### src/rtl/tmr_pkg.sv
package tmr_pkg;

    localparam int DATA_W = 32;
    localparam int CTL_W  = 5;

    localparam logic [1:0] IDX_COUNT   = 2'd0;
    localparam logic [1:0] IDX_RELOAD  = 2'd1;
    localparam logic [1:0] IDX_CONTROL = 2'd2;

    localparam int CB_ACT  = 0;
    localparam int CB_ARL  = 1;
    localparam int CB_GO   = 2;
    localparam int CB_DBGEN = 3;
    localparam int CB_HALT = 4;

    typedef struct packed {
        logic halt;
        logic dbg_en;
        logic go;
        logic arl;
        logic act;
    } tmr_ctrl_t;

    typedef enum logic [2:0] {
        ST_OFF  = 3'd0,
        ST_SYNC = 3'd1,
        ST_LOAD = 3'd2,
        ST_RUN  = 3'd3,
        ST_HOLD = 3'd4
    } tmr_state_e;

endpackage

### src/rtl/tmr_tick_gen.sv
module tmr_tick_gen #(
    parameter int TICK_DIV = 8
) (
    input  logic clk,
    input  logic rst_n,
    output logic tick
);
    localparam int CW = (TICK_DIV > 2) ? $clog2(TICK_DIV) : 1;
    localparam logic [CW-1:0] LAST = CW'(TICK_DIV - 1);

    logic [CW-1:0] div_q;

    always_ff @(posedge clk or negedge rst_n) begin
        if (!rst_n) begin
            div_q <= '0;
        end else if (div_q == LAST) begin
            div_q <= '0;
        end else begin
            div_q <= div_q + CW'(1);
        end
    end

    assign tick = (div_q == LAST);
endmodule

### src/rtl/tmr_sync.sv
module tmr_sync #(
    parameter int W      = 1,
    parameter int STAGES = 2
) (
    input  logic         clk,
    input  logic         rst_n,
    input  logic [W-1:0] d,
    output logic [W-1:0] q
);
    logic [STAGES-1:0][W-1:0] chain_q;

    generate
        for (genvar s = 0; s < STAGES; s++) begin : g_stage
            if (s == 0) begin : g_first
                always_ff @(posedge clk or negedge rst_n) begin
                    if (!rst_n) chain_q[s] <= '0;
                    else        chain_q[s] <= d;
                end
            end else begin : g_rest
                always_ff @(posedge clk or negedge rst_n) begin
                    if (!rst_n) chain_q[s] <= '0;
                    else        chain_q[s] <= chain_q[s-1];
                end
            end
        end
    endgenerate

    assign q = chain_q[STAGES-1];
endmodule

### src/rtl/tmr_regs.sv
module tmr_regs
    import tmr_pkg::*;
#(
    parameter int CNT_W = 32
) (
    input  logic              clk,
    input  logic              rst_n,
    input  logic              reg_we,
    input  logic [1:0]        reg_idx,
    input  logic [DATA_W-1:0] reg_wdata,
    input  logic              clr_go,
    output tmr_ctrl_t         ctrl,
    output logic [CNT_W-1:0]  reload,
    output logic              arm
);
    logic ctl_wr;
    logic rel_wr;

    assign ctl_wr = reg_we && (reg_idx == IDX_CONTROL);
    assign rel_wr = reg_we && (reg_idx == IDX_RELOAD);

    // start request: bus-side 0 -> 1 of the go bit
    assign arm = ctl_wr && reg_wdata[CB_GO] && !ctrl.go;

    always_ff @(posedge clk or negedge rst_n) begin
        if (!rst_n) begin
            ctrl <= '0;
        end else if (ctl_wr) begin
            ctrl <= tmr_ctrl_t'(reg_wdata[CTL_W-1:0]);
        end else if (clr_go) begin
            ctrl.go <= 1'b0;
        end
    end

    always_ff @(posedge clk or negedge rst_n) begin
        if (!rst_n) begin
            reload <= '0;
        end else if (rel_wr) begin
            reload <= reg_wdata[CNT_W-1:0];
        end
    end
endmodule

### src/rtl/tmr_core.sv
module tmr_core
    import tmr_pkg::*;
#(
    parameter int CNT_W = 32
) (
    input  logic             clk,
    input  logic             rst_n,
    input  logic             tick,
    input  logic             arm,
    input  logic             bus_go,
    input  logic             s_act,
    input  logic             s_arl,
    input  logic             s_go,
    input  logic             s_dbgen,
    input  logic             s_halt,
    input  logic             s_dbg,
    input  logic [CNT_W-1:0] reload,
    output logic [CNT_W-1:0] count,
    output logic             irq,
    output logic             clr_go,
    output tmr_state_e       state
);
    tmr_state_e state_q;
    tmr_state_e state_d;
    logic       go_d_q;
    logic       go_rise;
    logic       live;
    logic       hold_c;
    logic       term;
    logic       fire;
    logic       do_load;

    assign go_rise = s_go && !go_d_q;
    assign live    = s_act && s_go;
    assign hold_c  = s_halt || (s_dbgen && s_dbg);
    assign term    = (count <= CNT_W'(1));
    assign do_load = !arm && (state_q == ST_LOAD) && live && tick;
    assign fire    = !arm && (state_q == ST_RUN) && live && !hold_c && tick;

    // state register
    always_ff @(posedge clk or negedge rst_n) begin
        if (!rst_n) begin
            state_q <= ST_OFF;
            go_d_q  <= 1'b0;
        end else begin
            state_q <= state_d;
            go_d_q  <= s_go;
        end
    end

    // next state
    always_comb begin
        state_d = state_q;
        if (arm) begin
            state_d = ST_SYNC;                       // arm
        end else begin
            unique case (state_q)
                ST_OFF: state_d = ST_OFF;
                ST_SYNC: begin
                    if (!bus_go)      state_d = ST_OFF;  // sync-abort
                    else if (go_rise) state_d = s_act ? ST_LOAD : ST_OFF; // sync-done
                end
                ST_LOAD: begin
                    if (!live)        state_d = ST_OFF;  // kill
                    else if (tick)    state_d = ST_RUN;  // load
                end
                ST_RUN: begin
                    if (!live)        state_d = ST_OFF;  // kill
                    else if (hold_c)  state_d = ST_HOLD; // freeze
                    else if (tick && term && !s_arl) state_d = ST_OFF; // expire
                end
                ST_HOLD: begin
                    if (!live)        state_d = ST_OFF;  // kill
                    else if (!hold_c) state_d = ST_RUN;  // thaw
                end
                default: state_d = ST_OFF;
            endcase
        end
    end

    // count datapath
    always_ff @(posedge clk or negedge rst_n) begin
        if (!rst_n) begin
            count <= '0;
        end else if (arm) begin
            count <= '0;
        end else if (do_load) begin
            count <= reload;
        end else if (fire) begin
            if (term) count <= s_arl ? reload : '0;
            else      count <= count - CNT_W'(1);
        end
    end

    // outputs
    always_ff @(posedge clk or negedge rst_n) begin
        if (!rst_n) irq <= 1'b0;
        else        irq <= fire && term;
    end

    assign clr_go = fire && term && !s_arl;
    assign state  = state_q;
endmodule

### src/rtl/slow_tick_timer.sv
module slow_tick_timer
    import tmr_pkg::*;
#(
    parameter int CNT_W    = 32,
    parameter int TICK_DIV = 8,
    parameter int SYNC_N   = 2
) (
    input  logic        clk,
    input  logic        rst_n,
    input  logic        dbg_halt_i,
    input  logic        reg_we,
    input  logic [1:0]  reg_idx,
    input  logic [31:0] reg_wdata,
    output logic [31:0] reg_rdata,
    output logic        irq_o
);
    localparam int SW = CTL_W + 1;

    tmr_ctrl_t        ctrl;
    logic [CNT_W-1:0] reload;
    logic [CNT_W-1:0] count;
    logic             arm;
    logic             tick;
    logic             clr_go;
    logic [SW-1:0]    sync_d;
    logic [SW-1:0]    sync_q;
    tmr_state_e       core_state;

    tmr_tick_gen #(.TICK_DIV(TICK_DIV)) u_tick (
        .clk  (clk),
        .rst_n(rst_n),
        .tick (tick)
    );

    tmr_regs #(.CNT_W(CNT_W)) u_regs (
        .clk      (clk),
        .rst_n    (rst_n),
        .reg_we   (reg_we),
        .reg_idx  (reg_idx),
        .reg_wdata(reg_wdata),
        .clr_go   (clr_go),
        .ctrl     (ctrl),
        .reload   (reload),
        .arm      (arm)
    );

    assign sync_d = {dbg_halt_i, ctrl.halt, ctrl.dbg_en, ctrl.go, ctrl.arl, ctrl.act};

    tmr_sync #(.W(SW), .STAGES(SYNC_N)) u_sync (
        .clk  (clk),
        .rst_n(rst_n),
        .d    (sync_d),
        .q    (sync_q)
    );

    tmr_core #(.CNT_W(CNT_W)) u_core (
        .clk    (clk),
        .rst_n  (rst_n),
        .tick   (tick),
        .arm    (arm),
        .bus_go (ctrl.go),
        .s_act  (sync_q[0]),
        .s_arl  (sync_q[1]),
        .s_go   (sync_q[2]),
        .s_dbgen(sync_q[3]),
        .s_halt (sync_q[4]),
        .s_dbg  (sync_q[5]),
        .reload (reload),
        .count  (count),
        .irq    (irq_o),
        .clr_go (clr_go),
        .state  (core_state)
    );

    always_comb begin
        reg_rdata = '0;
        unique case (reg_idx)
            IDX_COUNT:   reg_rdata = DATA_W'(count);
            IDX_RELOAD:  reg_rdata = DATA_W'(reload);
            IDX_CONTROL: reg_rdata = DATA_W'(ctrl);
            default:     reg_rdata = '0;
        endcase
    end
endmodule

### config.mk
export PLATFORM = sky130hd
export DESIGN_NAME = slow_tick_timer
export DESIGN_NICKNAME = d
export VERILOG_FILES = /design/src/rtl/tmr_pkg.sv /design/src/rtl/tmr_tick_gen.sv /design/src/rtl/tmr_sync.sv /design/src/rtl/tmr_regs.sv /design/src/rtl/tmr_core.sv /design/src/rtl/slow_tick_timer.sv
export SDC_FILE = /design/constraint.sdc
export NUM_CORES = 1
export LEC_CHECK = 0
export ABC_AREA = 1
export BUFFER_PORTS_ARGS = -buffer_cell sky130_fd_sc_hd__buf_2
export CAP_MARGIN = 5
export CORE_AREA = 8 8 104 106
export DETAILED_ROUTE_END_ITERATION = 6
export DIE_AREA = 0 0 112 114
export PLACE_DENSITY = 0.85
export SETUP_SLACK_MARGIN = 0.15
export SYNTH_ARGS = -nofsm -noshare
export SYNTH_HDL_FRONTEND = slang
export SYNTH_HIERARCHICAL = 1
export SYNTH_SLANG_ARGS = --single-unit
### constraint.sdc
create_clock -name clk -period 4.6 [get_ports clk]
set_clock_uncertainty 0.2 [all_clocks]
set_input_delay 0 -clock clk [delete_from_list [all_inputs] [get_ports clk]]
set_output_delay 0 -clock clk [all_outputs]
set_load 0.005 [all_outputs]
==> flow_summary.json, run 1 <==
{
  "placementRows": 35,
  "insertion_delay_ns": 0.37,
  "die_w_um": 112,
  "synth-seq-cells": 89,
  "ctsHoldBuffers": 43,
  "syn_to_final_growth_pct": 14.8,
  "outcome": "finished, final reports clean",
  "finalCritPeriodShare_pct": 55.3,
  "required_ns": 4.69,
  "power.density_nw_per_um2": 274,
  "place_ws_ns": 2.00,
  "yosysSeqAreaShare_pct": 38.9,
  "setup_tns_ns": 0,
  "path_clk_slew_ns": 0.10,
  "seqPwrFrac_pct": 51.1,
  "fin_cells": 1033,
  "antenna_found_initial": 0,
  "cts_made_buffers": 9,
  "die_area_um2": 12800,
  "fp.coreArea_um2": 9110,
  "drv_slew": 0,
  "cp.arrival_ns": 2.64,
  "start_util_pct": 62.9,
  "max-cap-violations": 0,
  "die_h_um": 114,
  "path_cells": "dlygate4sd3_1 -> buf_2 -> nand4_1 -> nor2_1 -> nor2_1 -> nand2_1 -> nor2_4 -> nor2_4 -> nand3_1 -> nand2_1 -> nand2_1 -> nand2_1",
  "netlist_area_um2": 5730,
  "final_cell_mix": "nand2_1 (372), dfrtp_1 (89), nand3_1 (77)",
  "rsz0062_at_grt": "false",
  "cts_setup_buffers": 0,
  "p_leak_nw": 3.78,
  "min_period_ns": 2.54,
  "syn-instance-count": 829,
  "place_area_um2": 5930,
  "cpMaxStageDelayCell": "nor2_4",
  "power_mw": 1.80,
  "min_path_type": "in -> reg",
  "hold_slack_ns": 0.0739,
  "async_reset_ff_share_pct": 100,
  "ir_drop_mv": 0.208,
  "grt_pass1_vias": 5883,
  "fin_area_um2": 6580,
  "htreeDepth": 3,
  "cp-start-kind": "input pin",
  "pwr-share-clk_pct": 32.3,
  "cpMostUsedCell": "nand2_1",
  "p_int_mw": 1.23,
  "dp_hpwl_mm": 10.9,
  "crit_fanout": 28,
  "fillers": 747,
  "syn-num-nets": 871,
  "ys.flop_type": "dfrtp_1",
  "grt_overflow": 0,
  "wire_per_inst_um": 16.3,
  "vias_per_cell": 5.80,
  "swShare_pct": 31.6,
  "postRouteAntennaNets": 0,
  "final_common_cell": "nand2_1",
  "drt-initial-drc-count": 503,
  "setup_viol": 0,
  "grt_max_degree": 68,
  "root_buffer": "clkbuf_8",
  "diodes": 0,
  "crit_type": "in -> reg",
  "finalWirelength_mm": 16.8,
  "final_nets": 959,
  "max_stage_delay_ns": 0.57,
  "slew_headroom_pct": 45.2,
  "tightest_slew_ns": 0.820,
  "switchingPower_mw": 0.569,
  "cts_sinks": 89,
  "pwr-share-comb_pct": 16.7,
  "layout_setup_ws_ns": 2.06,
  "drc": 0,
  "portBuffers": 70,
  "clock.fmax_ghz": 0.393,
  "dp.cells": 974,
  "synth_edf_count": 0,
  "dr_total_vias": 5988,
  "end_kind": "register",
  "grt_first_pass_wirelength_mm": 27.9,
  "yosys_warnings": 6,
  "synth_cell_type_count": 33,
  "avgSynthCellArea_um2": 6.91,
  "hold_violations": 0,
  "grt_util_all_layers_pct": 26.8,
  "cts_resized": 0,
  "gp_congestion": 0.921,
  "fin_util_pct": 72.3,
  "drive_above_1_share_pct": 16.5,
  "ctsLongestPathBuffers": 2,
  "r2r_slack_ns": 2.16,
  "dr.pass1.iters": 5,
  "cts_tree": "done",
  "num_io_pins": 71
}
[state kept, by name, summed over array words and instances (netlist names)]
| signal | flops |
|---|---|
| u_sync/q | 6 |
| u_tick/div_q | 3 |
| u_regs/ctrl | 5 |
| u_core/count | 32 |
| u_core/state | 3 |
| u_core/irq | 1 |
| u_core/go_d_q | 1 |
| u_regs/reload | 32 |
| u_sync/chain_q | 6 |
[logic make-up after synthesis]
logic type / count (synthesis) / synth area share [%]
buffers and inverters: 90 / 8.97
AND/OR/NAND/NOR: 622 / 48.6
XOR/XNOR: 4 / 0.611
adder cells (fa/ha/maj): 4 / 0.873
AO/OA/AOI/OAI: 20 / 2.12
flip-flops: 89 / 38.9
[cell type report]
cell class              count  area [um^2]  share of cell area [%]
multi-input cells         650         2990                    45.4
clock buffers               9          124                    1.88
repair buffers            116          816                    12.4
clock inverters             7         85.1                    1.29
well taps                 111          139                    2.11
flip-flops and latches     89         2230                    33.8
inverters                  51          201                    3.06
[synth_stat cells, types with 4 or more instances]
cell type  count  area, um^2
buf_4          9        67.6
nand3_2        6        60.1
nor2_2         5        31.3
o21ai_0        9        45.0
dfrtp_1       89        2230
ha_1           4        50.1
nand2_2       25         156
or2_2          6        37.5
buf_2         14        70.1
o21bai_1       6        45.0
buf_6         11         124
nand3_1       77         385
nand2_1      372        1400
nor2_1        75         282
nand4_1       40         250
nor2_4         7        78.8
inv_1         45         169
[critical path, delay by kind of cell]
family        cells  cell delay [ns]
simple gates     10             1.80
buf+inv           2             0.82
[path summary, 6_finish.rpt]
| path | start | depth (start not counted) | to |
|---|---|---|---|
| setup / recovery | reg_idx[1] | 12 | u_core/count[6] |
| hold / removal | reg_we | 3 | u_regs/reload[2] |
| setup reg to reg | u_core/count[0] | 13 | u_core/count[6] |
| hold reg to reg | u_sync/chain_q[3] | 0 | u_sync/q[3] |
| max in group asynchronous | rst_n | 4 | u_regs/reload[8] |
| min in group asynchronous | rst_n | 4 | u_core/count[27] |
[metal layers]
metal | share of wire, % | wire [um] | track usage, % | vias to the layer above
met5 | 0 | 0 | 0 | -
met1 | 40 | 6750 | 33.0 | 2790
li1 | - | - | - | 2803
met4 | 3.1 | 524 | 12.9 | 0
met2 | 47 | 7920 | 44.2 | 337
met3 | 9.7 | 1640 | 5.60 | 58
[power groups by stage]
stage	Sequential [mW]	Clock (mW)	Combinational (mW)
detailed placement	0.932	0	0.261
global placement	0.928	0	0.252
CTS	0.917	0.590	0.294
floorplan	0.907	0	0.205
global route	0.925	0.615	0.335
finish	0.919	0.581	0.300
No activity file was read; power rests on OpenSTA's default activity.
==> run 2, diff against run 1 <==
--- a/config.mk
+++ b/config.mk
@@ -5,13 +5,13 @@
 export SDC_FILE = /design/constraint.sdc
 export NUM_CORES = 1
 export LEC_CHECK = 0
-export ABC_AREA = 1
+export ABC_AREA = 0
 export BUFFER_PORTS_ARGS = -buffer_cell sky130_fd_sc_hd__buf_2
 export CAP_MARGIN = 5
-export CORE_AREA = 8 8 104 106
+export CORE_AREA = 8 8 107 109
 export DETAILED_ROUTE_END_ITERATION = 6
-export DIE_AREA = 0 0 112 114
-export PLACE_DENSITY = 0.85
+export DIE_AREA = 0 0 115 117
+export PLACE_DENSITY = 0.76
 export SETUP_SLACK_MARGIN = 0.15
 export SYNTH_ARGS = -nofsm -noshare
 export SYNTH_HDL_FRONTEND = slang
==> constraint.sdc (replaced) <==
create_clock -name clk -period 2.18 [get_ports clk]
set_clock_uncertainty 0.2 [all_clocks]
set_input_delay 0 -clock clk [delete_from_list [all_inputs] [get_ports clk]]
set_output_delay 0 -clock clk [all_outputs]
set_load 0.005 [all_outputs]
==> flow_summary.json, run 2 <==
{
  "die_h_um": 117,
  "syn-num-nets": 500,
  "finalWirelength_mm": 14.5,
  "dr_total_vias": 4467,
  "start_util_pct": 50.4,
  "yosys.area.top_type_share_pct": 44.6,
  "synth_cell_type_count": 60,
  "drt-initial-drc-count": 273,
  "final_nets": 692,
  "power.density_nw_per_um2": 654,
  "finalCritPeriodShare_pct": 129,
  "holdPathStages": 4,
  "drv_slew": 0,
  "final_common_cell": "buf_4",
  "outcome": "finished with violations",
  "end_kind": "register",
  "hold_violations": 0,
  "num_io_pins": 71,
  "htreeDepth": 3,
  "rsz0062_at_grt": "true",
  "gp_congestion": 0.885,
  "avgSynthCellArea_um2": 10.9,
  "cts_made_buffers": 9,
  "synth.area.top_cells": "dfrtp_1 (45%), mux2_4 (9.0%), mux2i_1 (6.4%)",
  "slew_headroom_pct": 60.3,
  "dr.pass1.iters": 4,
  "cp.arrival_ns": 2.91,
  "syn-instance-count": 458,
  "synth_compound_area_share_pct": 11.2,
  "diodes": 0,
  "portBuffers": 70,
  "yosysSeqAreaShare_pct": 44.6,
  "crit_fanout": 14,
  "yosys_warnings": 6,
  "insertion_delay_ns": 0.37,
  "path_cells": "or4_4 -> or3_4 -> or4_4 -> o21ai_4 -> buf_12 -> a21oi_1 -> o22ai_1",
  "synth_top_family_by_area": "multiplexers",
  "synthAdderAreaFrac_pct": 1.00,
  "rr_worst_depth": 7,
  "violations": "setup timing",
  "r2r_slack_ns": -0.64,
  "postRouteAntennaNets": 0,
  "die_area_um2": 13500,
  "fp.coreArea_um2": 9910,
  "min_from": "reg_wdata[2]",
  "max_stage_delay_ns": 0.57,
  "min_period_ns": 2.82,
  "root_buffer": "clkbuf_8",
  "ctsLongestPathBuffers": 2,
  "cpMostUsedCell": "or4_4",
  "crit_type": "reg -> reg",
  "cts_sinks": 89,
  "drive_above_1_share_pct": 40.0,
  "required_ns": 2.27,
  "antenna_found_initial": 0,
  "dp_hpwl_mm": 9.76,
  "placementRows": 37,
  "grt_pass1_vias": 4681,
  "synth_xor_area_share_pct": 3.69,
  "grt_first_pass_wirelength_mm": 23.5,
  "ir_drop_mv": 0.399,
  "wire_per_inst_um": 18.4,
  "timing.rr.end": "u_core/count[20]",
  "cp-start-kind": "register",
  "synthSimpleGateAreaFrac_pct": 16.6,
  "yosysMostFrequentCell": "dfrtp_1",
  "synth-seq-cells": 89,
  "die_w_um": 115,
  "synth_edf_count": 0,
  "async_reset_ff_share_pct": 100,
  "min_to": "u_core/count[20]",
  "final_cell_mix": "buf_4 (100), dfrtp_1 (89), buf_2 (69)",
  "grt_util_all_layers_pct": 22.1,
  "yosys-top-cells-count": "dfrtp_1 (89), nor2_1 (63), mux2i_1 (32), mux2_4 (30), nand2_1 (23)",
  "setup_viol": 36,
  "syn_to_final_growth_pct": 36.9,
  "grt_overflow": 0,
  "layout_setup_ws_ns": -0.640,
  "synthMuxAreaShare_pct": 17.0,
  "clock.fmax_ghz": 0.355,
  "max-cap-violations": 0,
  "cts_tree": "done",
  "reg.largest.list": "u_core/count: 32 flops, u_regs/reload: 32 flops",
  "min_path_type": "in -> reg",
  "path_clk_slew_ns": 0.10,
  "place_ws_ns": -0.754,
  "netlist_area_um2": 4990,
  "ys.flop_type": "dfrtp_1",
  "drc": 0,
  "cpMaxStageDelayCell": "or4_4",
  "grt_max_degree": 43,
  "setup_tns_ns": -20.75,
  "yosys.area.top_type": "dfrtp_1",
  "vias_per_cell": 5.65,
  "tightest_slew_ns": 0.596,
  "r2r_start": "u_core/count[14]",
  "p_leak_nw": 3.49
}
## run 2: changes by cell type in the layout (fill, tap and decap cells not counted), sizes merged, moves of 25 or more
cell   delta
nand2   -377
mux2i    +32
buf     +102
nor2     -25
inv      -47
nand4    -39
nand3    -75
mux2     +37
## run 2: critical path, delay by kind of cell, from the launching register on
kind / cells / cell delay, ns
buffers and inverters: 1 / 0.17
AND/OR/NAND/NOR: 3 / 1.54
flip-flops: 1 / 0.41
AO/OA/AOI/OAI: 3 / 0.41
## run 2: cells by family (layout without fill, tap and decap cells)
logic type,after synthesis,after routing
AND/OR/NAND/NOR,162,165
flip-flops,89,89
AO/OA/AOI/OAI,72,72
multiplexers,69,69
buffers and inverters,41,235
XOR/XNOR,21,21
adder cells (fa/ha/maj),4,4
## run 2: what timing repair did
| item | 4_1_cts | 5_1_grt |
|---|---|---|
| cloned | 2 | 1 |
| buffers inserted | 8 | 4 |
| pin swaps | 12 | 1 |
| endpoints found under the setup margin | 36 | 36 |
| resized for setup | 23 | 11 |
| endpoints found under the hold margin | 127 | 0 |
| hold buffers | 38 | 0 |
## run 2: worst max path at each step
stage / from / to / slack (ns) / cells past startpoint
after floorplan: u_core/count[10] / u_core/count[11] / -0.76 / 9
after global placement: u_core/count[14] / u_core/count[31] / -0.72 / 8
after detailed placement: u_core/count[26] / u_core/count[4] / -0.75 / 6
after CTS: u_core/count[10] / u_core/count[20] / -0.62 / 7
after global routing: u_core/count[14] / u_core/count[20] / -0.73 / 7
final: u_core/count[14] / u_core/count[20] / -0.64 / 7
## run 2: metrics by stage
stage | util (%) | power (mW) | instances | hold WS (ns) | area, um^2
2_1_floorplan | - | 2.67 | 458 | -0.496 | 5020
3_3_place_gp | 60.5 | 3.07 | 722 | -0.237 | 5990
3_5_place_dp | 60.5 | 3.11 | 722 | -0.233 | 5990
4_1_cts | 68.0 | 4.45 | 786 | 0.0485 | 6740
5_1_grt | 69.0 | 4.71 | 791 | 0.0606 | 6830
6_report | 69.0 | 4.47 | 791 | 0.0657 | 6830
## run 2: layout make-up
class	instances	area (um^2)
tap	136	170
inverter	6	25.0
sequential	89	2230
clock inverter	6	67.6
multi-input combinational	331	2630
timing repair buffer	213	1590
clock buffer	10	128
fill	742	3070
## run 2: report_power, final
group | internal (mW) | switching [mW] | leakage [nW] | total [mW]
sequential | 1.83 | 0.163 | 1.13 | 2.00
clock | 0.534 | 0.627 | 0.0929 | 1.16
combinational | 0.740 | 0.574 | 2.27 | 1.31
total | 3.11 | 1.36 | 3.49 | 4.47
## run 2: per-layer routing
metal | GRT usage [%] | share of wire [%]
met5 | 0 | 0
met1 | 26.5 | 42
met2 | 36.9 | 49
met3 | 5.44 | 6.7
met4 | 10.3 | 2.7
